==> src/rtl/atom_pkg.sv <==
package atom_pkg;

    typedef enum logic [1:0] {
        OP_FADD = 2'd0,
        OP_XCHG = 2'd1,
        OP_CAS  = 2'd2,
        OP_READ = 2'd3
    } atom_op_e;

    typedef enum logic [1:0] {
        LN_I = 2'd0,
        LN_S = 2'd1,
        LN_E = 2'd2,
        LN_M = 2'd3
    } line_st_e;

    typedef enum logic [2:0] {
        ST_IDLE      = 3'd0,
        ST_DRAIN     = 3'd1,
        ST_ACQUIRE   = 3'd2,
        ST_MODIFY    = 3'd3,
        ST_WRITEBACK = 3'd4,
        ST_RELEASE   = 3'd5
    } fsm_e;

endpackage

==> src/rtl/atom_alu.sv <==
module atom_alu
    import atom_pkg::*;
#(
    parameter int DW = 32
) (
    input  atom_op_e        op,
    input  logic [DW-1:0]   cur,
    input  logic [DW-1:0]   arg,
    input  logic [DW-1:0]   cmp,
    output logic [DW-1:0]   nxt,
    output logic            wr,
    output logic            cas_ok
);

    always_comb begin
        nxt    = cur;
        wr     = 1'b0;
        cas_ok = 1'b0;
        unique case (op)
            OP_FADD: begin
                nxt = cur + arg;
                wr  = 1'b1;
            end
            OP_XCHG: begin
                nxt = arg;
                wr  = 1'b1;
            end
            OP_CAS: begin
                cas_ok = (cur == cmp);
                wr     = cas_ok;
                nxt    = cas_ok ? arg : cur;
            end
            OP_READ: begin
                nxt = cur;
            end
        endcase
    end

endmodule

==> src/rtl/atom_line.sv <==
module atom_line
    import atom_pkg::*;
#(
    parameter int LAW = 12,
    parameter int DW  = 32
) (
    input  logic            clk,
    input  logic            rst_n,
    input  logic            fill_en,
    input  logic [LAW-1:0]  fill_tag,
    input  logic [DW-1:0]   fill_data,
    input  logic            wr_en,
    input  logic [DW-1:0]   wr_data,
    input  logic            snp_inv,
    input  logic            lock,
    input  logic [LAW-1:0]  look_tag,
    input  logic [LAW-1:0]  snp_tag,
    output logic            owned,
    output logic            snp_match,
    output logic            is_dirty,
    output logic [DW-1:0]   data
);

    line_st_e       st_q;
    logic [LAW-1:0] tag_q;
    logic [DW-1:0]  data_q;

    // FSM fill/write take priority over a snoop invalidation
    always_ff @(posedge clk or negedge rst_n) begin
        if (!rst_n) begin
            st_q   <= LN_I;
            tag_q  <= '0;
            data_q <= '0;
        end else if (fill_en) begin
            st_q   <= LN_E;
            tag_q  <= fill_tag;
            data_q <= fill_data;
        end else if (wr_en) begin
            st_q   <= LN_M;
            data_q <= wr_data;
        end else if (snp_inv) begin
            st_q   <= LN_I;
        end
    end

    assign owned     = ((st_q == LN_E) || (st_q == LN_M)) && (tag_q == look_tag);
    assign snp_match = (st_q != LN_I) && (tag_q == snp_tag);
    assign is_dirty  = (st_q == LN_M);
    assign data      = data_q;

    // an owned line cannot be taken away while the lock is held
    p_locked_line_kept_r9: assert property (@(posedge clk) disable iff (!rst_n)
        (lock && owned) |=> (st_q != LN_I));

endmodule

==> src/rtl/atomic_line_lock_ctrl.sv <==
module atomic_line_lock_ctrl
    import atom_pkg::*;
#(
    parameter int LAW = 12,
    parameter int DW  = 32
) (
    input  logic            clk,
    input  logic            rst_n,
    input  logic            req_valid,
    output logic            req_ready,
    input  logic [1:0]      req_op,
    input  logic [LAW-1:0]  req_line,
    input  logic [DW-1:0]   req_arg,
    input  logic [DW-1:0]   req_cmp,
    input  logic            older_pending,
    output logic            rsp_done,
    output logic [DW-1:0]   rsp_old,
    output logic            rsp_cas_ok,
    output logic            bus_req,
    output logic [LAW-1:0]  bus_line,
    input  logic            bus_gnt,
    input  logic [DW-1:0]   bus_rdata,
    input  logic            snp_valid,
    input  logic [LAW-1:0]  snp_line,
    output logic            snp_ack,
    output logic            snp_hit,
    output logic            snp_dirty,
    output logic [DW-1:0]   snp_data
);

    fsm_e           st_q, st_d;
    atom_op_e       op_q;
    logic [LAW-1:0] line_q;
    logic [DW-1:0]  arg_q, cmp_q, old_q, new_q;
    logic           wr_q, ok_q;

    logic           owned, match, dirty, locked, fill_en, wb_en, inv_en;
    logic [DW-1:0]  cur_data, alu_new;
    logic           alu_wr, alu_ok;

    // state register
    always_ff @(posedge clk or negedge rst_n) begin
        if (!rst_n) st_q <= ST_IDLE;
        else        st_q <= st_d;
    end

    // transitions
    always_comb begin
        st_d = st_q;
        unique case (st_q)
            ST_IDLE:      if (req_valid)                st_d = ST_DRAIN;
            ST_DRAIN:     if (!older_pending)           st_d = ST_ACQUIRE;
            ST_ACQUIRE:   if (owned || bus_gnt)         st_d = ST_MODIFY;
            ST_MODIFY:                                  st_d = ST_WRITEBACK;
            ST_WRITEBACK:                               st_d = ST_RELEASE;
            ST_RELEASE:                                 st_d = ST_IDLE;
            default:                                    st_d = ST_IDLE;
        endcase
    end

    // request and result registers
    always_ff @(posedge clk or negedge rst_n) begin
        if (!rst_n) begin
            op_q   <= OP_READ;
            line_q <= '0;
            arg_q  <= '0;
            cmp_q  <= '0;
            old_q  <= '0;
            new_q  <= '0;
            wr_q   <= 1'b0;
            ok_q   <= 1'b0;
        end else if (st_q == ST_IDLE && req_valid) begin
            op_q   <= atom_op_e'(req_op);
            line_q <= req_line;
            arg_q  <= req_arg;
            cmp_q  <= req_cmp;
        end else if (st_q == ST_MODIFY) begin
            old_q  <= cur_data;
            new_q  <= alu_new;
            wr_q   <= alu_wr;
            ok_q   <= alu_ok;
        end
    end

    // outputs
    always_comb begin
        req_ready = (st_q == ST_IDLE);
        rsp_done  = (st_q == ST_RELEASE);
        locked    = (st_q == ST_ACQUIRE) || (st_q == ST_MODIFY) || (st_q == ST_WRITEBACK);
        bus_req   = (st_q == ST_ACQUIRE) && !owned;
        bus_line  = line_q;
        fill_en   = bus_req && bus_gnt;
        wb_en     = (st_q == ST_WRITEBACK) && wr_q;
        snp_ack   = snp_valid && !(locked && match);
        snp_hit   = match;
        snp_dirty = match && dirty;
        snp_data  = cur_data;
        inv_en    = snp_ack && match;
    end

    assign rsp_old    = old_q;
    assign rsp_cas_ok = ok_q;

    atom_alu #(.DW(DW)) i_alu (
        .op     (op_q),
        .cur    (cur_data),
        .arg    (arg_q),
        .cmp    (cmp_q),
        .nxt    (alu_new),
        .wr     (alu_wr),
        .cas_ok (alu_ok)
    );

    atom_line #(.LAW(LAW), .DW(DW)) i_line (
        .clk       (clk),
        .rst_n     (rst_n),
        .fill_en   (fill_en),
        .fill_tag  (line_q),
        .fill_data (bus_rdata),
        .wr_en     (wb_en),
        .wr_data   (new_q),
        .snp_inv   (inv_en),
        .lock      (locked),
        .look_tag  (line_q),
        .snp_tag   (snp_line),
        .owned     (owned),
        .snp_match (match),
        .is_dirty  (dirty),
        .data      (cur_data)
    );

    // ownership is requested only after older accesses have drained
    p_drained_before_bus_r2: assert property (@(posedge clk) disable iff (!rst_n)
        $rose(bus_req) |-> !$past(older_pending));

    // an ungranted request holds with a steady address
    p_bus_hold_r3: assert property (@(posedge clk) disable iff (!rst_n)
        (bus_req && !bus_gnt) |=> (bus_req && $stable(bus_line)));

    // completion is a single-cycle pulse
    p_done_pulse_r12: assert property (@(posedge clk) disable iff (!rst_n)
        rsp_done |=> !rsp_done);

    // no new request is taken while a result is reported
    p_ready_low_on_done_r12: assert property (@(posedge clk) disable iff (!rst_n)
        rsp_done |-> !req_ready);

    // a stalled snoop never overlaps the release of the lock
    p_stall_not_at_done_r9: assert property (@(posedge clk) disable iff (!rst_n)
        (snp_valid && !snp_ack) |-> !rsp_done);

endmodule

==> config.mk <==
export PLATFORM = sky130hd
export DESIGN_NAME = atomic_line_lock_ctrl
export DESIGN_NICKNAME = d
export VERILOG_FILES = /design/src/rtl/atom_pkg.sv /design/src/rtl/atom_alu.sv /design/src/rtl/atom_line.sv /design/src/rtl/atomic_line_lock_ctrl.sv
export SDC_FILE = /design/constraint.sdc
export NUM_CORES = 1
export LEC_CHECK = 0
export ABC_CLOCK_PERIOD_IN_PS = 5200
export BUFFER_PORTS_ARGS = -buffer_cell sky130_fd_sc_hd__buf_2
export CAP_MARGIN = 20
export CORE_AREA = 2 2 137 139
export DETAILED_ROUTE_END_ITERATION = 16
export DIE_AREA = 0 0 139 141
export PLACE_DENSITY = 0.86
export SYNTH_ARGS = -nofsm -noshare
export SYNTH_HDL_FRONTEND = slang
export SYNTH_SLANG_ARGS = --single-unit
==> constraint.sdc <==
create_clock -name clk -period 5.2 [get_ports clk]
set_input_delay 1.04 -clock clk [delete_from_list [all_inputs] [get_ports clk]]
set_output_delay 1.04 -clock clk [all_outputs]
set_load 0.1 [all_outputs]
# Yosys cells after proc, flatten, opt, wreduce, memory -nomap -nowiden
# Cells that the tools add are included.
# totals
register_bits,193
inputBits,128
output_inout_bits,83
wordCells,67
# classes
reduce_logical,24
mux,13
add_sub_neg,1
n_eq_ne,16
bitwise,1
# ops
operator,n
$pmux 32 s4,1
$mux 32,3
$add 32x32->32,1
$eq 32x32->1,1
$eq 12x12->1,2
$pmux 3 s5,1
$logic_and 1x1->1,10
$mux 3,3
$eq 2x2->1 const B,4
$eq 3x2->1 const B,2
$eq 3x3->1 const B,2
$mux 2,3
$ne 2x2->1 const B,3
$logic_or 1x1->1,4
$reduce_bool 2->1,2
$eq 3x1->1 const B,1
$logic_not 3->1,1
$reduce_and 3->1,1
$reduce_bool 3->1,1
$eq 2x1->1 const B,1
$logic_not 1->1,2
$logic_not 2->1,1
$pmux 1 s2,1
$reduce_and 2->1,1
3 further kinds,3

# Longest topological paths before layout
# Gate-level depths: netlist (run 1).
# depth
word_depth,10
depth_mapped,11
mapped_depth_nobuf,11

# Cells and area by module
# A second synthesis (run 1) with hierarchy kept.
# unflattened
cells_unflattened,967
hier_area_um2,10965.5
# modules_own_cells
module,cells_each,area_each_um2,n_inst,seq_area_each_um2
atomic_line_lock_ctrl,333,5580.4,1,3681.0
atom_alu,428,3024.2,1,0.0
atom_line,206,2361.0,1,1151.1

# Worst setup path before layout (run 1)
# Ideal clock, no wire load.
# synth_timing
path_kind,input-to-output
from,in snp_line[7]
to,out snp_ack
path_slack_ns,-3.249
n_path_buf,0
arrival_ns,7.409
t_required_ns,4.160
path_stages,4
cell_sequence,xnor2_1 -> nand3_1 -> nor4_1 -> a21boi_0
# synth_between
elab_chain_len,5
# synth_rtl
element,line,text
start: declaration,atomic_line_lock_ctrl.sv:24,"input logic [LAW-1:0] snp_line,"
$eq 12x12->1,atom_line.sv:47,assign snp_match = (st_q != LN_I) && (tag_q == snp_tag);
$logic_and 1x1->1,atom_line.sv:47,
via snp_hit,atomic_line_lock_ctrl.sv:26,"output logic snp_hit,"
$logic_and 1x1->1,atomic_line_lock_ctrl.sv:94,snp_ack = snp_valid && !(locked && match);
$logic_not 1->1,atomic_line_lock_ctrl.sv:94,
$logic_and 1x1->1,atomic_line_lock_ctrl.sv:94,
end: declaration,atomic_line_lock_ctrl.sv:25,"output logic snp_ack,"
# The timed path passes the listed nets, and every way through them passes these cells.

# Final worst setup path (run 1)
# layout_timing
from,in snp_line[9]
to,out snp_dirty
# layout_between
elab_chain_len,3
# layout_rtl
element,line,text
$eq 12x12->1,atom_line.sv:47,
$logic_and 1x1->1,atom_line.sv:47,
$logic_and 1x1->1,atomic_line_lock_ctrl.sv:96,snp_dirty = match && dirty;
end: declaration,atomic_line_lock_ctrl.sv:27,"output logic snp_dirty,"
# No other way between the ends.

==> summary.md, run 1 <==
| Metric | Value |
|---|---|
| Area of the multi-input gates | `roughly 5700 sq um` |
| Slew @ Worst Pin | `around 1.1 ns` |
| Clk sinks | `193` |
| Setup crit start kind | `input port` |
| Setup Fix Bufs, Post-CTS | `0` |
| Nets | `between 1000 and 1500` |
| Share of cells above drive strength 1 | `0.275` |
| Final Non-Filler Cells | `approximately 1500` |
| Period utilization | `0.683` |
| Hold buffers post-CTS | `0` |
| Final Wtd Congestion | `about 0.96` |
| Peak Freq | `approximately 280 MHz` |
| Reg2reg end | `i_line.data[12]$_DFFE_PN0P_` |
| WP buf/inv | `2` |
| Outcome | `finished clean` |
| R2r worst-path depth | `9` |
| CP arrival | `2.51 ns` |
| Reg clk slew, reported paths | `0.07 ns` |
| Slowest cell on crit path | `buf_2` |
| Final wirelength | `roughly 31 mm` |
| GRT Overall Usage | `0.311` |
| Syn Inst Count | `1113` |
| Min cycle time layout | `3.55 ns` |
| CTS max path bufs | `2` |
| Die W | `139 microns` |
| Placed Cells | `1503` |
| Post-synthesis sequential area ratio | `0.445` |
| CTS tree | `built` |
| # DRC | `0` |
| Slew Limit Fails | `0` |
| Synth async-reset ratio | `1.00` |
| First-pass iteration count of the detailed router | `5` |
| 1st-iter DRT viols | `889` |
| Min-Delay Path Class | `reg -> reg` |
| R2R setup slack | `1.71 ns` |
| H-tree levels | `4` |
| Vias/cell | `6.17` |
| Remaining global-route overflow | `0` |
| Initial Util | `0.594` |
| Primary FF master, synth | `dfrtp_1` |
| Total negative setup slack | `0 ns` |
| Hold Path Depth | `2` |
| Routed vias | `9530` |
| RSZ-0062 raised after global routing | `false` |
| Layout area overhead | `16.5%` |
| Hold Crit Start | `rsp_old[10]$_DFFE_PN0P_` |
| FILL cells | `~1400` |
| Crit Path Class | `in -> out` |
| Most frequent cells in the layout | `nand2_1, buf_2, dfrtp_1` |
| DP HPWL | `20.8 mm` |
| Clk_lat worst skew | `between 0.4 and 0.5 ns` |
| R2R Path Start | `bus_line[9]$_DFFE_PN0P_` |
| Most common cell after layout, fill and taps aside | `nand2_1` |
| I/O pin count | `~210` |
| Register bit total from synthesis | `193` |
| Wire per inst | `19.8 microns` |
| Synth cell types | `74` |
| Synth warnings | `0` |
| Die extent in y | `141 microns` |
| Fin. Hold Viols | `0` |
| CP max FO | `4` |
| Worst clock skew | `0.00975 ns` |
| Max-slew headroom | `0.245` |
| Vias in the first global route | `9166` |
| Max incr delay on CP | `0.42 ns` |
| Die footprint | `19600 sq um` |
| Hold Path Sink | `rsp_old[10]$_DFFE_PN0P_` |
| Total of max-cap violations | `0` |
| Initial antenna violation count | `7` |
| Core region area | `~18000 sq um` |
| CTS Root Cell | `clkbuf_16` |
| Required time of the critical path | `4.16 ns` |
| Row cnt | `50` |
| First-pass GRT wire length | `48.3 mm` |
| Reg area | `4830 sq um` |
| Synthesized cell area | `10900 sq um` |
| CTS buffer count | `17` |
| Most used cell, CP | `buf_2` |
| Worst setup margin | `1.65 ns` |
| Final count of negative-setup-slack endpoints | `0` |
| Pre-CTS setup slack | `1.64 ns` |
| Post-synth EDFFs | `0` |
| Worst path cell trace | `buf_2 -> xnor2_1 -> nand4_1 -> nor4_4 -> and3_1 -> buf_2` |
| Largest net degree at the start of global routing | `109` |
| Syn Nets | `1273` |
| Critical Path Sink Type | `output pin` |
| PortBufs | `210` |
| Routed Antenna Nets | `0` |
| Syn avg cell area | `9.75 sq um` |
| Family with the most delay on the worst path | `simple AND/OR/NAND/NOR gates` |
| Cts repair resizes | `0` |
area by class of cell:
cell class              instances  area share
inverters                      20     0.00594
clock inverters                10     0.00801
flip-flops and latches        193       0.382
well taps                     234      0.0231
diodes                          7     0.00138
clock buffers                  22      0.0367
multi-input cells             840       0.451
repair buffers                218      0.0917
synthesized netlist by cell type (all sizes together), types with 13 or more instances:
library cell	count	area [sq um]
a21o	20	150
a21oi	47	239
a221oi	15	156
a22o	13	114
a22oi	34	255
buf	23	131
clkbuf	37	139
dfrtp	191	4780
ha	31	388
inv	20	75.1
mux2	97	1090
nand2	245	922
nand3	13	65.1
nand4	14	87.6
nor2	36	138
o21ai	47	235
xnor2	60	526
xor2	15	131
sequential cells by signal, summed over array words and instances, names as in the netlist, 3 cells and up:
signal / count
bus_line: 12
cmp_q: 32
arg_q: 32
new_q: 32
i_line.data: 32
st_q: 3
rsp_old: 32
i_line.tag_q: 12
worst max-delay path by stage:
stage | from | endpoint | slack, ns | cells after the start
3_3_place_gp | snp_line[8] | snp_dirty | 1.77 | 6
3_5_place_dp | snp_line[9] | snp_dirty | 1.64 | 6
5_1_grt | bus_line[9]$_DFFE_PN0P_ | i_line.data[17]$_DFFE_PN0P_ | 1.53 | 9
6_report | snp_line[9] | snp_dirty | 1.65 | 6
2_1_floorplan | snp_line[1] | snp_ack | 0.24 | 4
4_1_cts | snp_line[9] | snp_dirty | 1.63 | 6
worst reg2reg max path: stages, from the launching register on:
cell and delay [ns]:
dfrtp_1 0.41, xnor2_1 0.21, nand4_1 0.15, nor4_1 0.32, a41oi_1 0.25, and2_2 0.61, nor2_2 0.89, buf_4 0.40
nand2_1 0.10, nand2_1 0.09
stage by stage:
| step | util | hold slack, ns | area [sq um] |
|---|---|---|---|
| after CTS | 0.689 | 0.474 | 12600 |
| after floorplan | - | 0.440 | 10900 |
| final | 0.692 | 0.469 | 12600 |
| after global routing | 0.692 | 0.489 | 12600 |
| after detailed placement | 0.658 | 0.458 | 12000 |
| after global placement | 0.658 | 0.450 | 12000 |
logic make-up (layout without fill, tap and decap cells):
group,Yosys count,in the layout,synth area share
AO/OA/AOI/OAI,261,261,0.168
other,0,7,0
buffers and inverters,80,270,0.0318
adder cells (fa/ha/maj),32,32,0.0376
AND/OR/NAND/NOR,367,367,0.149
XOR/XNOR,75,75,0.0605
flip-flops,193,193,0.445
multiplexers,105,105,0.108
metal layers:
layer / wire length [microns] / vias up / GRT usage
met1: 12700 / 4634 / 0.427
met2: 14400 / 468 / 0.491
met4: 997 / 0 / 0.133
li1: - / 4351 / -
met5: 0 / - / 0
met3: 2390 / 77 / 0.0554
Power of run 1 is left out: the tool's default activity adds up to more than one toggle a clock period on the data nets, which glitch-free logic cannot reach.
==> run 2, diff against run 1 <==
Settings changed: ABC_AREA set to 1, ABC_CLOCK_PERIOD_IN_PS 5200 to 3500, CORE_AREA 2 2 137 139 to 2 2 148 150, DIE_AREA 0 0 139 141 to 0 0 150 152, PLACE_DENSITY 0.86 to 0.81.
Clock period 5.2 ns to 3.5 ns, I/O delays scaled along.
==> summary.md, run 2 <==
| Metric | Value |
|---|---|
| Primary FF master, synth | `dfrtp_1` |
| Syn Inst Count | `1660 (+49%)` |
| Register bit total from synthesis | `193 (unchanged)` |
| First-pass iteration count of the detailed router | `6 (+1)` |
| Most common cell in the synthesized netlist | `nand2_1` |
| CTS Root Cell | `clkbuf_16` |
| Layout area overhead | `15.5%` |
| Reg clk slew, reported paths | `0.08 ns (about the same)` |
| Compound-gate portion of the synthesized area | `0.0816 (-0.0862)` |
| DP HPWL | `27.2 mm (+31%)` |
| I/O pin count | `211 (unchanged)` |
| CTS buffer count | `17 (unchanged)` |
| Share of cells above drive strength 1 | `0.179 (-0.0960)` |
| First-pass GRT wire length | `59.1 mm (+22%)` |
| Synth cell types | `40 (-46%)` |
| Final count of negative-setup-slack endpoints | `0 (unchanged)` |
| Initial antenna violation count | `1 (-6)` |
| Max incr delay on CP | `0.43 ns (about the same)` |
| Largest net degree at the start of global routing | `100 (-8.3%)` |
| Worst path cell trace | `xor2_1 -> a221oi_1 -> nand2_1 -> nor2_1 -> nand2_1 -> nor2_1 -> buf_2` |
| RSZ-0062 raised after global routing | `false` |
| Initial Util | `0.561 (-0.0334)` |
| Post-synthesis sequential area ratio | `0.404 (-0.0416)` |
| Routed vias | `11800 (+24%)` |
| R2R Path Start | `i_line.data[24]$_DFFE_PN0P_` |
| Die footprint | `22800 sq um (+16%)` |
| Post-synthesis xor/xnor area fraction | `0.0241 (-0.0364)` |
| Vias/cell | `5.52 (-11%)` |
| Peak Freq | `354 MHz` |
| Most common cell after layout, fill and taps aside | `nand2_1` |
| Syn Nets | `1820 (+43%)` |
| Synth top area share | `0.399 (-0.0412)` |
| Critical Path Sink Type | `output pin` |
| Worst clock skew | `0.0137 ns (+0.00392 ns)` |
| Final Wtd Congestion | `0.940 (-2.0%)` |
| Wire per inst | `17.4 microns (-12%)` |
| Hold buffers post-CTS | `0 (unchanged)` |
| PortBufs | `210 (unchanged)` |
| 1st-iter DRT viols | `1005 (+13%)` |
| CP max FO | `4 (unchanged)` |
| Largest family of logic cells by synthesized area | `simple AND/OR/NAND/NOR gates` |
| Clk sinks | `193 (unchanged)` |
| Required time of the critical path | `2.80 ns (-1.36 ns)` |
| Reg area | `4830 sq um (unchanged)` |
| Remaining global-route overflow | `0 (unchanged)` |
| Total negative setup slack | `0 ns (unchanged)` |
| GRT Overall Usage | `0.331 (+0.0204)` |
| Setup crit start kind | `flip-flop` |
| Synth Area in Adders | `0.0341 (-0.00351)` |
| Final core utilization | `0.648 (-0.0445)` |
| Synthesized cell area | `12000 sq um (+10%)` |
| Slew @ Worst Pin | `1.02 ns (-0.111 ns)` |
| Min cycle time layout | `2.83 ns` |
| CTS max path bufs | `2 (unchanged)` |
| CTS tree | `built` |
| H-tree levels | `4 (unchanged)` |
| Outcome | `finished clean` |
| Core region area | `21400 sq um (+17%)` |
| Slew Limit Fails | `0 (unchanged)` |
| Die W | `150 microns (+7.9%)` |
| Post-synth top cells | `nand2_1, inv_1, dfrtp_1, nand3_1, nor2_1` |
| FILL cells | `1884 (+39%)` |
| CP arrival | `2.13 ns (-0.38 ns)` |
| CP Launch Point | `i_line.tag_q[11]$_DFFE_PN0P_` |
| Most frequent cells in the layout | `nand2_1, inv_1, buf_2` |
| Slowest cell on crit path | `buf_2` |
| Syn avg cell area | `7.21 sq um (-26%)` |
| Row cnt | `54 (+8.0%)` |
| Total of max-cap violations | `0 (unchanged)` |
| Crit Path Class | `reg -> out` |
| Max-slew headroom | `0.320 (+0.0742)` |
| Cts repair resizes | `0 (unchanged)` |
| Fin. Hold Viols | `0 (unchanged)` |
| Area of the multi-input gates | `5930 sq um (+4.0%)` |
| # DRC | `0 (unchanged)` |
| Period utilization | `0.808` |
| Synth warnings | `0 (unchanged)` |
| Clk_lat worst skew | `0.45 ns (about the same)` |
| Post-synth EDFFs | `0 (unchanged)` |
| Largest cells by area after synthesis | `dfrtp_1, nand2_1, nand3_1` |
| Die extent in y | `152 microns (+7.8%)` |
| Mux cell area share after synthesis | `0.0423 (-0.0657)` |
| Setup Fix Bufs, Post-CTS | `0 (unchanged)` |
| Synth async-reset ratio | `1.00 (unchanged)` |
| Synth Area in Simple Gates | `0.312 (+0.163)` |
| Synth area leader | `dfrtp_1` |
| Final wirelength | `37.1 mm (+22%)` |
| Min-Delay Path Class | `in -> async` |
| Routed Antenna Nets | `0 (unchanged)` |
| Vias in the first global route | `11500 (+26%)` |
| Nets | `2004 (+38%)` |
==> run 2: metal layers <==
metal	wire, microns	GRT usage	up-vias	share of wire
met4	1620	0.155	0	0.044
met3	3670	0.0715	105	0.099
li1	-	-	5656	-
met2	17100	0.522	579	0.46
met1	14800	0.437	5456	0.40
met5	0	0	-	0
==> run 2: area by class of cell <==
class                           instances  area share
Multi-Input combinational cell       1165       0.429
Clock buffer                           17      0.0308
Clock inverter                         15      0.0127
Timing Repair Buffer                  227      0.0877
Inverter                              240      0.0651
Antenna cell                            1    0.000181
Sequential cell                       193       0.349
Tap cell                              280      0.0253
==> run 2: cell families after synthesis <==
family                     after synthesis
and+or+nand+nor                        885
AOI/OAI and AO/OA                      170
adders and majority gates               32
DFF                                    193
buffers and inverters                  302
xor gates and xnor gates                33
muxes                                   45
==> run 2: through the flow <==
stage | instance area [sq um] | cells | hold WS, ns | worst slack [ns]
after floorplan | 12000 | 1660 | 0.404 | 0.257
after global placement | 13200 | 2105 | 0.463 | 0.811
after detailed placement | 13200 | 2105 | 0.468 | 0.781
after CTS | 13800 | 2137 | 0.299 | 0.666
after global routing | 13800 | 2137 | 0.309 | 0.553
final | 13800 | 2138 | 0.263 | 0.673
==> run 2: critical path: cells and delay by family (launching register included) <==
family | cells | cell delay, ns
AO/OA/AOI/OAI | 1 | 0.24
XOR/XNOR | 1 | 0.17
buffers and inverters | 1 | 0.43
flip-flops | 1 | 0.42
AND/OR/NAND/NOR | 4 | 0.41
==> run 2: final timing paths <==
check	to	slack (ns)	cells past startpoint
max in group asynchronous	new_q[20]$_DFFE_PN0P_	2.27	2
min in group clk	i_line.data[0]$_DFFE_PN0P_	0.47	3
max reg2reg	new_q[25]$_DFFE_PN0P_	0.89	11
max	snp_dirty	0.67	7
min	cmp_q[10]$_DFFE_PN0P_	0.26	1
min reg2reg	rsp_old[20]$_DFFE_PN0P_	0.49	2
Power of run 2 is left out for the same reason.
